<file path="src/rtl/mulw_pkg.sv">
package mulw_pkg;

    // Operand geometry: a 35-bit operand splits into an unsigned low slice
    // and a signed high slice.
    localparam int OP_W   = 35;
    localparam int LO_W   = 17;
    localparam int HI_W   = OP_W - LO_W;

    // One extra bit lets every slice be handled as a signed value.
    localparam int SL_W   = HI_W + 1;
    localparam int PP_W   = 2 * SL_W;

    // Four chain stages: one for each cross product of the slices.
    localparam int NSTAGE = 4;

    // Width of the running sum inside the chain.
    localparam int SUM_W  = 2 * OP_W - LO_W;

    // Width of the sum left after the last stage, and of the full product.
    localparam int TOP_W  = 2 * OP_W - 2 * LO_W;
    localparam int PROD_W = 2 * OP_W;

    typedef logic signed [SL_W-1:0]  slice_t;
    typedef logic signed [SUM_W-1:0] sum_t;

    typedef struct packed {
        logic [OP_W-1:0] a;
        logic [OP_W-1:0] b;
    } opnd_t;

    // Stage k uses the high slice of A when k is odd.
    function automatic bit stage_a_hi(input int k);
        return (k % 2) == 1;
    endfunction

    // Stage k uses the high slice of B from stage 2 onwards.
    function automatic bit stage_b_hi(input int k);
        return k >= 2;
    endfunction

    // Stage k shifts the incoming sum down when its product weight rises by 2^17.
    function automatic bit stage_shift(input int k);
        return (k % 2) == 1;
    endfunction

endpackage

</file>
<file path="src/rtl/mulw_delay.sv">
module mulw_delay #(
    parameter int W     = 1,
    parameter int DEPTH = 1
) (
    input  logic         clk,
    input  logic         rst,
    input  logic [W-1:0] d,
    output logic [W-1:0] q
);

    logic [W-1:0] tap [DEPTH];

    // Each tap is one register level; reset clears all of them.
    for (genvar i = 0; i < DEPTH; i++) begin : g_tap
        always_ff @(posedge clk) begin
            if (rst) begin
                tap[i] <= '0;
            end else if (i == 0) begin
                tap[i] <= d;
            end else begin
                tap[i] <= tap[(i == 0) ? 0 : i-1];
            end
        end
    end

    assign q = tap[DEPTH-1];

endmodule

</file>
<file path="src/rtl/mulw_stage.sv">
module mulw_stage
    import mulw_pkg::*;
#(
    parameter int IDX = 0
) (
    input  logic  clk,
    input  logic  rst,
    input  opnd_t op_in,
    input  sum_t  sum_in,
    output opnd_t op_out,
    output sum_t  sum_out
);

    localparam bit A_HI  = stage_a_hi(IDX);
    localparam bit B_HI  = stage_b_hi(IDX);
    localparam bit SHIFT = stage_shift(IDX);
    localparam bit FIRST = (IDX == 0);

    slice_t                   a_sl;
    slice_t                   b_sl;
    logic signed [PP_W-1:0]   pp;
    sum_t                     carry;
    sum_t                     nxt;

    always_comb begin
        // High slices are sign-extended; low slices are zero-extended.
        if (A_HI) a_sl = {op_in.a[OP_W-1], op_in.a[OP_W-1:LO_W]};
        else      a_sl = {{(SL_W-LO_W){1'b0}}, op_in.a[LO_W-1:0]};
        if (B_HI) b_sl = {op_in.b[OP_W-1], op_in.b[OP_W-1:LO_W]};
        else      b_sl = {{(SL_W-LO_W){1'b0}}, op_in.b[LO_W-1:0]};

        pp = a_sl * b_sl;

        // Bring the running sum to the weight of this stage's product.
        if (FIRST)      carry = '0;
        else if (SHIFT) carry = sum_in >>> LO_W;
        else            carry = sum_in;

        nxt = carry + {{(SUM_W-PP_W){pp[PP_W-1]}}, pp};
    end

    // One register after each adder; the operands move on in step with the sum.
    always_ff @(posedge clk) begin
        if (rst) begin
            op_out  <= '0;
            sum_out <= '0;
        end else begin
            op_out  <= op_in;
            sum_out <= nxt;
        end
    end

    if (FIRST) begin : g_first_chk
        // low slice times low slice can never be negative.
        p_low_nonneg_r3: assert property (@(posedge clk) disable iff (rst)
            !sum_out[SUM_W-1]);
    end

endmodule

</file>
<file path="src/rtl/mulw_cascade.sv">
module mulw_cascade
    import mulw_pkg::*;
#(
    parameter int IN_REGS = 2
) (
    input  logic              clk,
    input  logic              rst,
    input  logic              in_valid,
    input  logic [OP_W-1:0]   a_in,
    input  logic [OP_W-1:0]   b_in,
    output logic [PROD_W-1:0] product,
    output logic              out_valid
);

    localparam int LATENCY = IN_REGS + NSTAGE;
    localparam int NRET    = NSTAGE / 2;
    localparam int CNT_W   = $clog2(LATENCY + 1);

    opnd_t op_raw;
    opnd_t op_q;
    opnd_t op_c  [NSTAGE+1];
    sum_t  sum_c [NSTAGE+1];
    logic [LO_W-1:0] lo_ret [NRET];

    assign op_raw = '{a: a_in, b: b_in};

    // Operand input register levels ahead of the first multiplier.
    mulw_delay #(.W($bits(opnd_t)), .DEPTH(IN_REGS)) u_opnd_in (
        .clk (clk),
        .rst (rst),
        .d   (op_raw),
        .q   (op_q)
    );

    // The valid strobe travels down a line as long as the whole datapath.
    mulw_delay #(.W(1), .DEPTH(LATENCY)) u_vld (
        .clk (clk),
        .rst (rst),
        .d   (in_valid),
        .q   (out_valid)
    );

    assign op_c[0]  = op_q;
    assign sum_c[0] = '0;

    // The registered cascade chain.
    for (genvar k = 0; k < NSTAGE; k++) begin : g_stage
        mulw_stage #(.IDX(k)) u_stage (
            .clk     (clk),
            .rst     (rst),
            .op_in   (op_c[k]),
            .sum_in  (sum_c[k]),
            .op_out  (op_c[k+1]),
            .sum_out (sum_c[k+1])
        );
    end

    // The even stages feed a shifting stage, so their low 17 bits are final.
    // Delay them until the last stage has produced its result.
    for (genvar r = 0; r < NRET; r++) begin : g_retire
        mulw_delay #(.W(LO_W), .DEPTH(NSTAGE - 1 - 2*r)) u_lo (
            .clk (clk),
            .rst (rst),
            .d   (sum_c[2*r+1][LO_W-1:0]),
            .q   (lo_ret[r])
        );
    end

    assign product = {sum_c[NSTAGE][TOP_W-1:0], lo_ret[1], lo_ret[0]};

    // ------------------------------------------------------------------
    // Checks

    logic signed [PROD_W-1:0] ref_prod;
    logic [CNT_W-1:0]         warm_cnt;
    logic                     rst_seen;

    always_comb ref_prod = $signed(op_c[NSTAGE].a) * $signed(op_c[NSTAGE].b);

    always_ff @(posedge clk) begin
        if (rst)                         warm_cnt <= '0;
        else if (warm_cnt != CNT_W'(LATENCY)) warm_cnt <= warm_cnt + 1'b1;
    end

    always_ff @(posedge clk) rst_seen <= rst;

    // the result matches a reference product of the operands that rode along the chain.
    p_product_r1: assert property (@(posedge clk) disable iff (rst)
        out_valid |-> (product == ref_prod));

    // no valid result can appear before the pipeline has filled since reset.
    p_no_early_valid_r2: assert property (@(posedge clk) disable iff (rst)
        out_valid |-> (warm_cnt == CNT_W'(LATENCY)));

    // after the last stage the sum fits in the top field of the product.
    p_top_range_r5: assert property (@(posedge clk) disable iff (rst)
        (&sum_c[NSTAGE][SUM_W-1:TOP_W-1]) || !(|sum_c[NSTAGE][SUM_W-1:TOP_W-1]));

    // one cycle after a reset edge, the outputs are cleared.
    always @(negedge clk) begin
        if (rst_seen) begin
            p_reset_clear_r6: assert (product == '0 && out_valid == 1'b0);
        end
    end

endmodule

</file>
<file path="config.mk">
export PLATFORM = sky130hd
export DESIGN_NAME = mulw_cascade
export DESIGN_NICKNAME = d
export VERILOG_FILES = /design/src/rtl/mulw_pkg.sv /design/src/rtl/mulw_delay.sv /design/src/rtl/mulw_stage.sv /design/src/rtl/mulw_cascade.sv
export SDC_FILE = /design/constraint.sdc
export NUM_CORES = 2
export LEC_CHECK = 0
export ABC_AREA = 0
export BUFFER_PORTS_ARGS = -buffer_cell sky130_fd_sc_hd__buf_2
export CORE_UTILIZATION = 56
export CTS_BUF_LIST = sky130_fd_sc_hd__clkbuf_16
export DETAILED_ROUTE_END_ITERATION = 8
export PLACE_DENSITY = 0.7
export SYNTH_ARGS = -nofsm -noshare
export SYNTH_HDL_FRONTEND = slang
export SYNTH_SLANG_ARGS = --single-unit
export TNS_END_PERCENT = 5
</file>
<file path="constraint.sdc">
create_clock -name clk -period 12.6 [get_ports clk]
set_input_delay 1.26 -clock clk [delete_from_list [all_inputs] [get_ports clk]]
set_output_delay 1.26 -clock clk [all_outputs]
set_load 0.05 [all_outputs]
</file>
# Yosys cells after proc, flatten, opt, wreduce, memory -nomap -nowiden
# Memory sizes are Yosys's and may differ from the RTL's.
# Cells that the tools add are included.
totals:
  ram_bits: 214
  elab_cells: 49
  output_inout_bits: 71
  register_bits: 386
  mem_count: 4
  inputBits: 73
  rom_bits: 0
  latchBits: 0
classes:
  bitwise: 11
  n_mux: 16
  eq_ne: 0
  div: 0
  n_reduce_logical: 1
  magnitude_cmp: 0
  shift: 0
  n_addsub: 3
  n_mul: 4
mem_list:
  columns: ["name", "words", "width", "rd", "rd_ports_with_merged_regs", "wr", "line", "rtl"]
  rows:
  - ["u_opnd_in.tap", 2, 70, 2, 0, 2, "mulw_delay.sv:11", "logic [W-1:0] tap [DEPTH];"]
  - ["g_retire[0].u_lo.tap", 3, 17, 3, 0, 3, "mulw_delay.sv:11", null]
  - ["g_retire[1].u_lo.tap", 1, 17, 1, 0, 1, "mulw_delay.sv:11", null]
  - ["u_vld.tap", 6, 1, 6, 0, 6, "mulw_delay.sv:11", null]
op_table:
  columns: ["op", "count"]
  rows:
  - ["$mux 70", 2]
  - ["$mul 18x18->36", 3]
  - ["$mux 17", 4]
  - ["$add 53x53->53", 1]
  - ["$add 18x36->37", 1]
  - ["$add 36x36->36", 1]
  - ["$mul 17x17->34", 1]
  - ["$reduce_or 17->1", 1]
  - ["$or 1x1->1", 11]
  - ["$mux 1", 10]

# Longest topological paths before layout
logic_depth:
  ltp_word: 3
  depth_mapped: 35
  mapped_depth_nobuf: 33

# Hierarchy
# A second synthesis with hierarchy kept.
unflattened:
  hier_cells: 7206
  area_unflattened_um2: 67917.6
by_module_without_submodules:
  columns: ["mod", "n_inst", "area_each_um2", "seq_area_each_um2", "cells_each"]
  rows:
  - ["mulw_stage (g_stage[2].u_stage)", 1, 16649.7, 2462.4, 1874]
  - ["mulw_stage (g_stage[3].u_stage)", 1, 16647.2, 2142.1, 1747]
  - ["mulw_stage (g_stage[1].u_stage)", 1, 16176.8, 2142.1, 1735]
  - ["mulw_stage (g_stage[0].u_stage)", 1, 12685.9, 2082.0, 1400]
  - ["mulw_delay (u_opnd_in)", 1, 3756.1, 2802.7, 295]
  - ["mulw_delay (g_retire[0].u_lo)", 1, 1365.1, 1021.0, 107]
  - ["mulw_delay (g_retire[1].u_lo)", 1, 475.5, 340.3, 35]
  - ["mulw_delay (u_vld)", 1, 157.7, 120.1, 12]
  - ["mulw_cascade", 1, 3.8, 0.0, 1]

# Worst setup path after synthesis
# No wires, ideal clock.
synth_path:
  path_kind: "register -> register"
  from: "reg g_stage[1].u_stage.op_out[20] in the netlist's numbering"
  to: "reg g_stage[2].u_stage.sum_out[36]"
  slack_ns: 4.690
  path_buffers: 2
  arrival_ns: 7.789
  synth_period_minus_slack_ns: 7.910
  setup_time_ns: 0.121
  path_stages_with_launch: 33
  required_time_ns: 12.479
  path_cell_list: "dfxtp_1 -> clkbuf_1 -> nand2_1 -> fa_1 -> fa_1 -> fa_1 -> inv_1 -> fa_1 -> fa_1 -> inv_1 -> fa_1 -> inv_1 -> ha_1 -> a21oi_1 -> nand2_1 -> nor4b_1 -> o31ai_1 -> a21oi_1 -> o21ai_0 -> a21o_1 -> a21oi_1 -> xnor2_1 -> ha_1 -> a211oi_1 -> nand2_1 -> o311a_1 -> o21ai_0 -> a22oi_1 -> a41oi_1 -> a21oi_1 -> a31o_2 -> buf_2 -> mux2_2"
synth_between:
  elab_chain_len: 2
synth_lines:
  columns: ["element", "line", "rtl"]
  rows:
  - ["from (decl)", "mulw_stage.sv:10", "output opnd_t op_out,"]
  - ["from (signal assigned)", "mulw_stage.sv:48", "op_out <= op_in;"]
  - ["$mul 18x18->36", "mulw_stage.sv:32", "pp = a_sl * b_sl;"]
  - ["$add 53x53->53", "mulw_stage.sv:39", "nxt = carry + {{(SUM_W-PP_W){pp[PP_W-1]}}, pp};"]
  - ["to (signal assigned)", "mulw_stage.sv:49", "sum_out <= nxt;"]
  - ["to (decl)", "mulw_stage.sv:11", "output sum_t sum_out"]
# Every way passes these cells.
# A chain may end at the register's enable or synchronous reset.

# Worst setup path in the final report
layout_path:
  from: "reg g_stage[1].u_stage.op_out[46] in the netlist's numbering"
  to: "reg g_stage[2].u_stage.sum_out[36]"
# Same word-level chain as after synthesis.

==> results.cfg <==
[outcome]
status = finished clean

[sta]
fin_tns_setup_ns = 0
slew_headroom = 0.2570
layout_min_cycle_time_ns = 8.886
rsz0062_at_grt = false
finalHoldViolations = 0
slew_violations = 0
finalCritPeriodShare = 0.7052
max_freq_ghz = 0.1125
finalClockSkew_ns = 0.02477
finalSetupViolCount = 0
max_slew.worst_pin.slew_ns = 1.112

[placement]
place_congestion = 0.8975
port_buffers = 143
hpwl_um = 109700

[synth]
ys.flop_type = dfxtp_1
synth_nets = 8106
syn_avg_cell_area_um2 = 9.492
yosysWarningCount = 0
async_flop_share = 0
synth_cells = 6380
syn-cell-area_mm2 = 0.06056
synth_seq_cells = 533
synth_cell_type_count = 71
synth-seq-area-share = 0.1762
synth_edf_count = 0

[grt]
overflow = 0
grt_max_degree = 161
antenna_found_initial = 6
grtUsageTotal = 0.2628
grt_first_pass_wirelength_um = 227200
grt_pass1_vias = 43320

[detailed_routing]
wl_met2_um = 62650
antenna_left = 0
dr_wl_met3_um = 8546
finalWirelength_um = 136100
routedWlPerCell_um = 17.45
wl_met1_um = 61010
drt-initial-drc-count = 2226
drcViolationCount = 0
viasPerCell = 5.220
dr.pass1.iters = 6
vias = 40700
top_layer = met5

[final_layout]
drive_above_1_share = 0.04427
n_fill_cell = 9252
area_growth_syn_to_layout_pct = 5.971
nets = 8072

[clock_tree]
cts_root_buffer = clkbuf_16
cts_resized = 0
clkLatencyLatePin_ns = 0.68
numCtsBuffers = 58
clkTransAtPathRegs_ns = 0.06
cts_setup_buffers = 0
hold_buffers = 0
cts_buffer_depth = 3
cts.sinks = 533
cts_max_level = 2
cts_tree = built

[setup_path]
crit_fanout = 18
crit_end = g_stage[2].u_stage.sum_out[36]
path_common_cell = fa_1
rr_startpoint = g_stage[1].u_stage.op_out[46]
r2r-end = g_stage[2].u_stage.sum_out[36]
start_kind = flip-flop
r2r_cells = 30
end_kind = flip-flop
ff2ff_setup_slack_ns = 3.71
worstPathRequired_ns = 13.16
crit_slowest_cell = dfxtp_1
worst_ep_arrival_time_ns = 9.45
cp-startpoint = g_stage[1].u_stage.op_out[46]
critical_path_class = reg2reg
critPathMaxStageDelay_ns = 0.76
cp.depth = 30
crit_buf_inv = 3
cp_top_family = adder cells

[floorplanning]
die_h_um = 330.9
die-area_mm2 = 0.1095
io_pins = 144
fp-row-count = 120
start_util = 0.5649
die_x_um = 330.9
core-area_mm2 = 0.1072

[run]
cap_violations = 0

[power_and_ir_drop]
irDropWorstVdd_uv = 109.2
power_mw = 3.850
power_density_mw_per_mm2 = 59.98
power.leakage_nw = 30.83

[min_path]
hp-class = reg2reg
hold_path.startpoint = g_retire[0].u_lo.tap[0][14]
[layer usage]
metal	GRT usage	vias to the layer above
li1	-	18880
met1	0.3660	20520
met2	0.4224	1081
met3	0.04468	210
met4	0.07684	6
met5	0	-
[area by class of cell]
class	count	area, µm²	share of cell area
Antenna cell	1	2.502	0.00003899
Clock buffer	58	1451	0.02262
Clock inverter	48	454.2	0.007077
Inverter	1302	4887	0.07615
Multi-Input combinational cell	4280	44010	0.6857
Sequential cell	533	10670	0.1663
Tap cell	1403	1755	0.02735
Timing Repair Buffer	171	948.4	0.01478
[power breakdown]
part | total (mW) | internal [mW] | switching [mW] | leakage, nW
combinational | 0.354 | 0.140 | 0.214 | 25.5
clock | 1.68 | 0.921 | 0.762 | 0.963
sequential | 1.81 | 1.74 | 0.0720 | 4.34
[placed cells by master (no fill, tap or decap), types with 7 or more instances in the layout]
cell type	n
inv_1	1311
fa_1	1156
nand2_1	757
dfxtp_1	533
and2_1	504
ha_1	497
nor2b_1	412
nor2_1	177
buf_2	142
a21oi_1	129
xnor2_1	88
o21ai_0	77
a21o_1	71
xor2_1	58
clkbuf_16	58
nand2b_1	40
o21a_1	36
nor3_1	34
a211oi_1	32
nand3_1	28
buf_4	27
o21bai_1	21
and3_1	17
a31oi_1	16
nand4_1	10
o211ai_1	10
or3_1	8
mux2_2	8
o2bb2ai_1	8
clkinv_2	8
clkinv_4	8
o31ai_1	7
[cell usage after synthesis, types with 21 or more instances]
cell	number	area, µm²
nor3_1	34	170.2
a21oi_1	129	645.6
clkbuf_1	253	949.7
o21a_1	36	270.3
inv_1	1301	4883
xor2_1	58	508.0
dfxtp_1	533	10670
nor2b_1	412	2577
a211oi_1	32	240.2
nand2b_1	40	250.2
ha_1	497	6218
fa_1	1156	23140
nand2_1	757	2841
a21o_1	71	533.0
o21ai_0	77	385.4
nand3_1	28	140.1
xnor2_1	88	770.7
and2_1	504	3153
nor2_1	177	664.4
o21bai_1	21	157.7
[per-stage QoR]
| stage | utilization | instances | worst slack (ns) | area [µm²] | hold WS [ns] |
|---|---|---|---|---|---|
| global route | 0.5986 | 7795 | 3.152 | 64170 | 0.4407 |
| floorplan | - | 6380 | 4.690 | 60560 | 0.4138 |
| global placement | 0.5808 | 7689 | 3.971 | 62270 | 0.4165 |
| detailed placement | 0.5808 | 7689 | 3.713 | 62270 | 0.4204 |
| finish | 0.5986 | 7796 | 3.714 | 64180 | 0.4213 |
| CTS | 0.5986 | 7795 | 3.709 | 64170 | 0.4260 |
[logic make-up (layout without fill, tap and decap cells)]
family                   count (synthesis)  after routing  share of synthesized area
adder cells (fa/ha/maj)               1653           1653                     0.4848
other                                    0              1                          0
AND/OR/NAND/NOR                       2013           2013                     0.1688
flip-flops                             533            533                     0.1762
AO/OA/AOI/OAI                          460            460                    0.05043
XOR/XNOR                               146            146                    0.02111
multiplexers                             8              8                   0.001488
buffers and inverters                 1567           1579                    0.09714
[worst reg2reg max path: cells and delay by family (launching register included)]
kind	cells	cell delay (ns)
adders and majority gates	8	3.79
buffers and inverters	3	0.15
AOI/OAI and AO/OA	11	2.41
DFF	1	0.76
xor gates and xnor gates	1	0.10
and+or+nand+nor	6	1.23
muxes	1	0.35
[registers in the layout, summed over array words and instances (netlist names)]
signal / count
g_stage.u_stage.op_out: 159
u_vld.tap: 6
u_opnd_in.tap: 140
g_stage.u_stage.sum_out: 160
g_retire.u_lo.tap: 68
[how the worst min path moves through the flow]
stage | end | slack, ns | cells after the start
6_report | g_retire[0].u_lo.tap[1][14] | 0.42 | 1
5_1_grt | g_retire[0].u_lo.tap[1][14] | 0.44 | 1
4_1_cts | g_retire[0].u_lo.tap[1][14] | 0.43 | 1
3_5_place_dp | g_stage[0].u_stage.op_out[26] | 0.42 | 1
3_3_place_gp | u_opnd_in.tap[1][44] | 0.42 | 1
2_1_floorplan | g_retire[0].u_lo.tap[0][0] | 0.41 | 1
(Power assumes the default switching activity.)
